**src/rtl/psr_pkg.sv**
```systemverilog
package psr_pkg;

   localparam int PSR_W     = 32;
   localparam int MODE_W    = 5;
   localparam int BYTE_W    = 8;
   localparam int FIELDS    = PSR_W / BYTE_W;
   localparam int BANKS     = 5;
   localparam int BANK_IDX_W = 3;

   localparam logic [MODE_W-1:0] MODE_USR = 5'b10000;
   localparam logic [MODE_W-1:0] MODE_FIQ = 5'b10001;
   localparam logic [MODE_W-1:0] MODE_IRQ = 5'b10010;
   localparam logic [MODE_W-1:0] MODE_SVC = 5'b10011;
   localparam logic [MODE_W-1:0] MODE_ABT = 5'b10111;
   localparam logic [MODE_W-1:0] MODE_UND = 5'b11011;
   localparam logic [MODE_W-1:0] MODE_SYS = 5'b11111;

   localparam logic [PSR_W-1:0] PSR_RESET = 32'h0000_00D3;

   typedef struct packed {
      logic                  valid;
      logic [BANK_IDX_W-1:0] idx;
   } bank_sel_t;

   function automatic bank_sel_t mode_to_bank(input logic [MODE_W-1:0] m);
      bank_sel_t r;
      r.valid = 1'b1;
      r.idx   = '0;
      case (m)
         MODE_FIQ: r.idx = 3'd0;
         MODE_IRQ: r.idx = 3'd1;
         MODE_SVC: r.idx = 3'd2;
         MODE_ABT: r.idx = 3'd3;
         MODE_UND: r.idx = 3'd4;
         default:  r.valid = 1'b0;
      endcase
      return r;
   endfunction

endpackage

```
**src/rtl/psr_field_merge.sv**
```systemverilog
module psr_field_merge #(
   parameter int WIDTH  = 32,
   parameter int LANE_W = 8,
   localparam int LANES = WIDTH / LANE_W
) (
   input  logic [WIDTH-1:0] old_val,
   input  logic [WIDTH-1:0] new_val,
   input  logic [LANES-1:0] lane_en,
   output logic [WIDTH-1:0] merged
);
   if (WIDTH % LANE_W != 0) begin : g_bad_width
      $error("psr_field_merge: WIDTH must be a multiple of LANE_W");
   end

   for (genvar k = 0; k < LANES; k++) begin : g_lane
      assign merged[k*LANE_W +: LANE_W] =
         lane_en[k] ? new_val[k*LANE_W +: LANE_W] : old_val[k*LANE_W +: LANE_W];
   end
endmodule

```
**src/rtl/psr_bank_decode.sv**
```systemverilog
module psr_bank_decode
   import psr_pkg::*;
(
   input  logic [MODE_W-1:0]     mode,
   output logic                  has_bank,
   output logic [BANK_IDX_W-1:0] bank_idx
);
   bank_sel_t sel;
   always_comb begin
      sel      = mode_to_bank(mode);
      has_bank = sel.valid;
      bank_idx = sel.idx;
   end
endmodule

```
**src/rtl/psr_saved_file.sv**
```systemverilog
module psr_saved_file #(
   parameter int NUM_BANKS = 5,
   parameter int WIDTH     = 32,
   parameter int LANE_W    = 8,
   parameter int IDX_W     = 3,
   localparam int LANES    = WIDTH / LANE_W
) (
   input  logic             clk,
   input  logic             rst_n,
   input  logic             wr_en,
   input  logic [IDX_W-1:0] wr_idx,
   input  logic [LANES-1:0] wr_lanes,
   input  logic [WIDTH-1:0] wr_data,
   input  logic [IDX_W-1:0] rd_idx,
   output logic [WIDTH-1:0] rd_data
);
   if (NUM_BANKS > (1 << IDX_W)) begin : g_bad_idx
      $error("psr_saved_file: IDX_W too narrow for NUM_BANKS");
   end

   logic [WIDTH-1:0] bank_q [NUM_BANKS];

   for (genvar b = 0; b < NUM_BANKS; b++) begin : g_bank
      logic [WIDTH-1:0] nxt;
      psr_field_merge #(.WIDTH(WIDTH), .LANE_W(LANE_W)) u_merge (
         .old_val (bank_q[b]),
         .new_val (wr_data),
         .lane_en (wr_lanes),
         .merged  (nxt)
      );
      always_ff @(posedge clk or negedge rst_n) begin
         if (!rst_n)
            bank_q[b] <= '0;
         else if (wr_en && wr_idx == IDX_W'(b))
            bank_q[b] <= nxt;
      end
   end

   always_comb begin
      rd_data = '0;
      for (int b = 0; b < NUM_BANKS; b++)
         if (rd_idx == IDX_W'(b)) rd_data = bank_q[b];
   end
endmodule

```
**src/rtl/psr_write_unit.sv**
```systemverilog
module psr_write_unit
   import psr_pkg::*;
#(
   parameter int NUM_BANKS = BANKS,
   localparam int LANES    = FIELDS
) (
   input  logic              clk,
   input  logic              rst_n,
   input  logic              wr_en,
   input  logic              wr_target,
   input  logic [LANES-1:0]  field_mask,
   input  logic [PSR_W-1:0]  wr_data,
   input  logic              mode_req,
   input  logic [MODE_W-1:0] mode_req_val,
   input  logic [MODE_W-1:0] rd_mode,
   output logic [PSR_W-1:0]  cpsr_out,
   output logic [PSR_W-1:0]  spsr_out,
   output logic [MODE_W-1:0] mode_out,
   output logic              flag_n,
   output logic              flag_z,
   output logic              flag_c,
   output logic              flag_v,
   output logic              flag_i,
   output logic              flag_f,
   output logic              flag_t,
   output logic              mode_switch,
   output logic              privileged
);
   if (NUM_BANKS != BANKS) begin : g_bad_banks
      $error("psr_write_unit: bank decode is fixed at five banks");
   end
   if (LANES != 4) begin : g_bad_lanes
      $error("psr_write_unit: four byte fields expected");
   end

   logic [PSR_W-1:0]      cpsr_q, cpsr_d, cpsr_merged;
   logic                  switch_q;
   logic                  cur_has, rd_has;
   logic [BANK_IDX_W-1:0] cur_idx, rd_idx;
   logic [LANES-1:0]      live_lanes;
   logic [PSR_W-1:0]      saved_rd;
   logic                  priv_w;
   logic                  live_wr, saved_wr;

   assign priv_w     = |cpsr_q[1:0];
   assign live_lanes = {field_mask[LANES-1], field_mask[LANES-2:0] & {(LANES-1){priv_w}}};
   assign live_wr    = wr_en && !wr_target && !mode_req;
   assign saved_wr   = wr_en &&  wr_target && !mode_req && cur_has;

   psr_bank_decode u_cur_dec (.mode(cpsr_q[MODE_W-1:0]), .has_bank(cur_has), .bank_idx(cur_idx));
   psr_bank_decode u_rd_dec  (.mode(rd_mode),            .has_bank(rd_has),  .bank_idx(rd_idx));

   psr_field_merge #(.WIDTH(PSR_W), .LANE_W(BYTE_W)) u_live_merge (
      .old_val (cpsr_q),
      .new_val (wr_data),
      .lane_en (live_lanes),
      .merged  (cpsr_merged)
   );

   psr_saved_file #(
      .NUM_BANKS (NUM_BANKS),
      .WIDTH     (PSR_W),
      .LANE_W    (BYTE_W),
      .IDX_W     (BANK_IDX_W)
   ) u_saved (
      .clk      (clk),
      .rst_n    (rst_n),
      .wr_en    (saved_wr),
      .wr_idx   (cur_idx),
      .wr_lanes (field_mask),
      .wr_data  (wr_data),
      .rd_idx   (rd_idx),
      .rd_data  (saved_rd)
   );

   always_comb begin
      cpsr_d = cpsr_q;
      if (mode_req)
         cpsr_d = {cpsr_q[PSR_W-1:MODE_W], mode_req_val};
      else if (live_wr)
         cpsr_d = cpsr_merged;
   end

   always_ff @(posedge clk or negedge rst_n) begin
      if (!rst_n) begin
         cpsr_q   <= PSR_RESET;
         switch_q <= 1'b0;
      end else begin
         cpsr_q   <= cpsr_d;
         switch_q <= (cpsr_d[MODE_W-1:0] != cpsr_q[MODE_W-1:0]);
      end
   end

   assign cpsr_out    = cpsr_q;
   assign spsr_out    = rd_has ? saved_rd : cpsr_q;
   assign mode_out    = cpsr_q[MODE_W-1:0];
   assign flag_n      = cpsr_q[31];
   assign flag_z      = cpsr_q[30];
   assign flag_c      = cpsr_q[29];
   assign flag_v      = cpsr_q[28];
   assign flag_i      = cpsr_q[7];
   assign flag_f      = cpsr_q[6];
   assign flag_t      = cpsr_q[5];
   assign mode_switch = switch_q;
   assign privileged  = priv_w;
endmodule

```
**config.mk**
```make
export PLATFORM = sky130hd
export DESIGN_NAME = psr_write_unit
export DESIGN_NICKNAME = d
export VERILOG_FILES = /design/src/rtl/psr_pkg.sv /design/src/rtl/psr_field_merge.sv /design/src/rtl/psr_bank_decode.sv /design/src/rtl/psr_saved_file.sv /design/src/rtl/psr_write_unit.sv
export SDC_FILE = /design/constraint.sdc
export NUM_CORES = 1
export LEC_CHECK = 0
export ABC_CLOCK_PERIOD_IN_PS = 2190
export CAP_MARGIN = 20
export CORE_MARGIN = 2
export CORE_UTILIZATION = 35
export CTS_CLUSTER_SIZE = 8
export DETAILED_ROUTE_END_ITERATION = 10
export MAX_ROUTING_LAYER = met4
export PLACE_DENSITY_LB_ADDON = 0.15
export SLEW_MARGIN = 20
export SYNTH_ARGS = -nofsm -noshare
export SYNTH_HDL_FRONTEND = slang
export SYNTH_SLANG_ARGS = --single-unit
export TNS_END_PERCENT = 30
```
**constraint.sdc**
```tcl
create_clock -name clk -period 2.19 [get_ports clk]
set_input_delay 0.219 -clock clk [delete_from_list [all_inputs] [get_ports clk]]
set_output_delay 0.219 -clock clk [all_outputs]
set_load 0.01 [all_outputs]
```
## After elaboration in Yosys (flattened, before gate mapping)

Cells that the tools add are included.

- Register bits: 193
- Input bits: 51
- Output and inout bits: 78
- Logic and storage cells: 101

- Eq/ne operators: 19
- Mux-type cells: 13
- Bitwise gates (word level): 2
- Reductions and logical operators: 41

Operators with widths:

| operator | number |
|---|---|
| $mux W32 | 6 |
| $eq A5 B5 Y1 const B | 10 |
| $reduce_and A2 Y1 | 20 |
| $pmux W3 S4 | 2 |
| $mux W5 | 3 |
| $eq A3 B2 Y1 const B | 4 |
| $reduce_and A3 Y1 | 4 |
| $logic_and A1 B1 Y1 | 10 |
| $reduce_or A5 Y1 | 2 |
| $eq A3 B1 Y1 const B | 2 |
| $eq A3 B3 Y1 const B | 2 |
| $logic_not A3 Y1 | 2 |
| $ne A5 B5 Y1 | 1 |
| $and A3 B3 Y3 | 1 |
| $logic_not A1 Y1 | 2 |
| $mux W1 | 2 |
| $reduce_or A2 Y1 | 1 |
| $not A1 Y1 | 1 |

## Logic depth before layout (Yosys ltp)

- Depth after elaboration: 9
- Depth in mapped cells: 7
- Gate-level depth less buffers: 4

## Cells and area by module

From an unflattened synthesis, not the netlist that was laid out.

- Cells, all modules: 973
- Area, all modules: 12510.7 um2

Modules (own cells, without submodules):

| module | instances | cells an instance | area an instance (um2) | seq. area each (um2) |
|---|---|---|---|---|
| psr_saved_file | 1 | 529 | 7236.9 | 4003.8 |
| psr_field_merge | 6 | 36 | 525.5 | 0.0 |
| psr_write_unit | 1 | 210 | 1955.6 | 832.0 |
| psr_bank_decode | 2 | 9 | 82.6 | 0.0 |

## Least setup slack after synthesis

OpenSTA, ideal clock, no wires.

- Path kind: flip-flop to flip-flop
- From: reg cpsr_q[1], in the netlist cpsr_out[1]
- To: reg u_saved.bank_q[0] in the netlist's numbering
- Library setup time: 125 ps
- Arrival: 1820 ps
- Required time: 2065 ps
- Setup slack: 245 ps
- Cell stages (with the launch flop): 6
- Path buffers: 1
- Cells stage by stage: dfstp_2 clkbuf_1 nand2_1 nor4b_2 nand2_1 mux2_2

- Longest elaborated chain between the ends: 6
- Elaborated cells on any way between the ends: 12

Ends and longest elaborated chain:

| item | RTL line | text |
|---|---|---|
| from (decl) | psr_write_unit.sv:36 | `logic [PSR_W-1:0] cpsr_q, cpsr_d, cpsr_merged;` |
| from (signal assigned) | psr_write_unit.sv:89 | `cpsr_q <= cpsr_d;` |
| parallel branches: the longest is 4 deep, another holds $eq A5 B5 Y1 | -- |  |
| $logic_and A1 B1 Y1 (*) | psr_saved_file.sv:34 | `else if (wr_en && wr_idx == IDX_W'(b))` |
| $reduce_and A2 Y1 (no line) (*) | -- |  |
| to (signal, indexed assignment) | psr_saved_file.sv:35 | `bank_q[b] <= nxt;` |
| to (decl) | psr_saved_file.sv:21 | `logic [WIDTH-1:0] bank_q [NUM_BANKS];` |

Mark *: on every way between the ends.
A chain may end at the register's enable or synchronous reset.

## Final worst setup path

- From: in rd_mode[3]
- To: out spsr_out[13]

- Longest elaborated chain between the ends: 9
- Elaborated cells on any way between the ends: 19

Ends and longest elaborated chain:

| item | RTL line | text |
|---|---|---|
| from (decl) | psr_write_unit.sv:15 | `input logic [MODE_W-1:0] rd_mode,` |
| $eq A5 B5 Y1 | psr_pkg.sv:29 | `case (m)` |
| $pmux W3 S4 | psr_pkg.sv:29 |  |
| $logic_not A3 Y1 | psr_saved_file.sv:42 | `if (rd_idx == IDX_W'(b)) rd_data = bank_q[b];` |
| $mux W32 (5 in a row) | psr_saved_file.sv:42 |  |
| $mux W32 (*) | psr_write_unit.sv:95 | `assign spsr_out = rd_has ? saved_rd : cpsr_q;` |
| to (decl) | psr_write_unit.sv:17 | `output logic [PSR_W-1:0] spsr_out,` |

Every way passes the cells marked *; elsewhere a longest branch is shown, timed or not.

==> impl_metrics.toml <==
[setup_path]
cp-start-kind = "primary input"
required_ps = 1970
end_kind = "primary output"
critPathSlowestCell = "and4bb_4"
critPathMaxFanout = 6
cpPeakStageDelay_ps = 290
critPathKind = "in -> out"
worstPathArrival_ps = 1930
path_cells = "clkdlybuf4s15_2 > and4bb_4 > buf_4 > buf_4 > a311oi_1 > o22ai_1 > a31oi_1 > clkdlybuf4s15_2"
r2r_cells = 6

[global_route]
grt_max_degree = 64
grt_pass1_wl_um = 43800
grtUsageMet1_pct = 28.1
use_met2_pct = 32.1
antenna_found_initial = 1
busiest_layer = "met2"
met3_usage_pct = 3.41
track_usage_pct = 20.9
grt_pass1_vias = 7401
grt_overflow = 0

[detailed_routing]
dr.pass1.iters = 4
drt_iter0_drc = 375
viasPerCell = 5.43
ant_nets = 0
drt_wl_total_um = 28000
drc = 0
vias = 7136
wl_per_cell_um = 21.3

[synth]
synth_edf_count = 0
ys_seq_area_share_pct = 51.3
synthFlopType = "dfrtp_1"
synth_top_area_share_pct = 49.9
synth_top_area_cell = "dfrtp_1"
postSynthAreaPerCell_um2 = 12.2
yosys_register_bits = 193
synth_warnings = 0
yosysMostFrequentCell = "dfrtp_1"
syn_area_um2 = 9430
synth_cell_types = 43
synth_area_leaders = "dfrtp_1, mux2_2, o211a_1"
synth_nets = 827
ys_async_sr_fraction_pct = 100
postSynthCellCount = 776
ys_top_cells_by_count = "dfrtp_1, mux2_2, clkbuf_1"

[power]
vdd.ir_drop.worst_uv = 503
p_per_area_nw_per_um2 = 724
power.leakage_nw = 6.10
p_total_mw = 9.08

[sta]
fmax_ghz = 0.465
holdWs_ps = 350
rsz0062_at_grt = "yes"
worst_pin_slew_ps = 580
setup-violations-final = 0
finalCriticalPeriod_ps = 2150
setup_ws_ps = 41.4
skew_ps = 14.3
relSlewSlack_pct = 61.3
hold_viol = 0
drv_slew = 0
period_share_pct = 98.1

[cells_and_area]
drive_gt1_share_pct = 38.0
nNetsFinal = 1011
fin_util_pct = 46.9
syn_to_final_growth_pct = 33.0
final_area_um2 = 12500

[clocking]
clockBufferDepth = 2
cts-root-buf = "clkbuf_16"
h-tree-depth = 4
clkTransAtPathRegs_ps = 80
cts_tree = "done"
numCtsBuffers = 17
clkLatencyLatePin_ps = 430
cts.sinks = 193

[floorplan]
core_um2 = 26700
fp-row-count = 60
start_util_pct = 35.3
die_area_um2 = 28300
die_x_um = 168
die_h_um = 168
ioPinCount = 129

[placed_design]
gp_congestion = 0.801
dp_hpwl_um = 19200
place_area_um2 = 11900
place_ws_ps = -677
io_buffers = 128

[hold_path]
hp-class = "in -> async"

[outcome]
status = "finished clean"

[flow_run]
cap_violations = 0
[layer usage]
metal  vias to the layer above  wire length (um)
met5                         -                 0
met4                         0               728
met3                        35              1220
met2                       175             12900
met1                      3639             13100
li1                       3287                 -
[cells in the final DEF (no fill, tap or decap), types with 20 or more instances in the layout]
cell,synthesis,layout
a31oi_1,33,31
buf_12,0,21
buf_4,12,80
clkdlybuf4s50_1,0,90
dfrtp_1,188,188
inv_1,22,22
mux2_2,179,179
nand2_1,46,44
nand3b_1,22,22
o211a_1,32,32
o22ai_1,21,20
o31ai_1,34,33
[stage by stage]
stage	setup TNS, ps	cells
after global routing	-24.5	1315
after global placement	-18790	1275
final	0	1315
after detailed placement	-17690	1275
after floorplan	0	776
after CTS	-15.2	1314
[final timing paths]
check,start,to,slack [ps]
worst max-delay path,rd_mode[3],spsr_out[13],40
worst min-delay path,rst_n,cpsr_out[2]$_DFF_PN0_,350
worst max register to register,cpsr_out[4]$_DFF_PN1_,u_saved.bank_q[56]$_DFFE_PN0P_,220
worst min register to register,u_saved.bank_q[128]$_DFFE_PN0P_,u_saved.bank_q[128]$_DFFE_PN0P_,500
max in group asynchronous,rst_n,u_saved.bank_q[76]$_DFFE_PN0P_,1140
min in group clk,mode_req_val[0],cpsr_out[0]$_DFF_PN1_,390
[final cells by class]
class / count / area [um^2]
Fill cell: 2471 / 14200
Sequential cell: 193 / 4840
Multi-Input combinational cell: 490 / 4300
Timing Repair Buffer: 236 / 2290
Clock buffer: 18 / 439
Tap cell: 341 / 427
Clock inverter: 14 / 164
Inverter: 22 / 82.6
Antenna cell: 1 / 2.50
[worst max-delay path: cells and delay by family]
family,cells,cell delay [ps]
compound gates,3,620
buf+inv,4,810
simple gates,1,290
[sequential cells by signal, indices dropped and copies added (netlist names)]
signal	count
mode_switch	1
cpsr_out	32
u_saved.bank_q	160
[timing repair]
item / in CTS / in global routing
resized for setup: 80 / 33
gates cloned: 1 / 0
hold buffers: 1 / 0
setup buffers: 5 / 0
pin swaps: 3 / 12
hold endpoints to repair: 55 / 0
endpoints found under the setup margin: 32 / 28
[power by group]
group | switching (mW) | internal (mW) | total (mW)
logic | 0.823 | 0.996 | 1.82
clock network | 1.59 | 1.58 | 3.17
registers | 0.227 | 3.87 | 4.10
total | 2.64 | 6.45 | 9.08
[kinds of logic (layout without fill, tap and decap cells)]
logic type | Yosys count | count (layout) | synth area share [%]
buffers and inverters | 93 | 290 | 4.27
DFF | 193 | 193 | 51.3
AOI/OAI and AO/OA | 170 | 170 | 13.8
xor gates and xnor gates | 6 | 6 | 0.557
and+or+nand+nor | 124 | 124 | 7.47
other | 0 | 1 | 0
muxes | 190 | 190 | 22.6
Note: power is estimated with default switching activity, not from simulation.
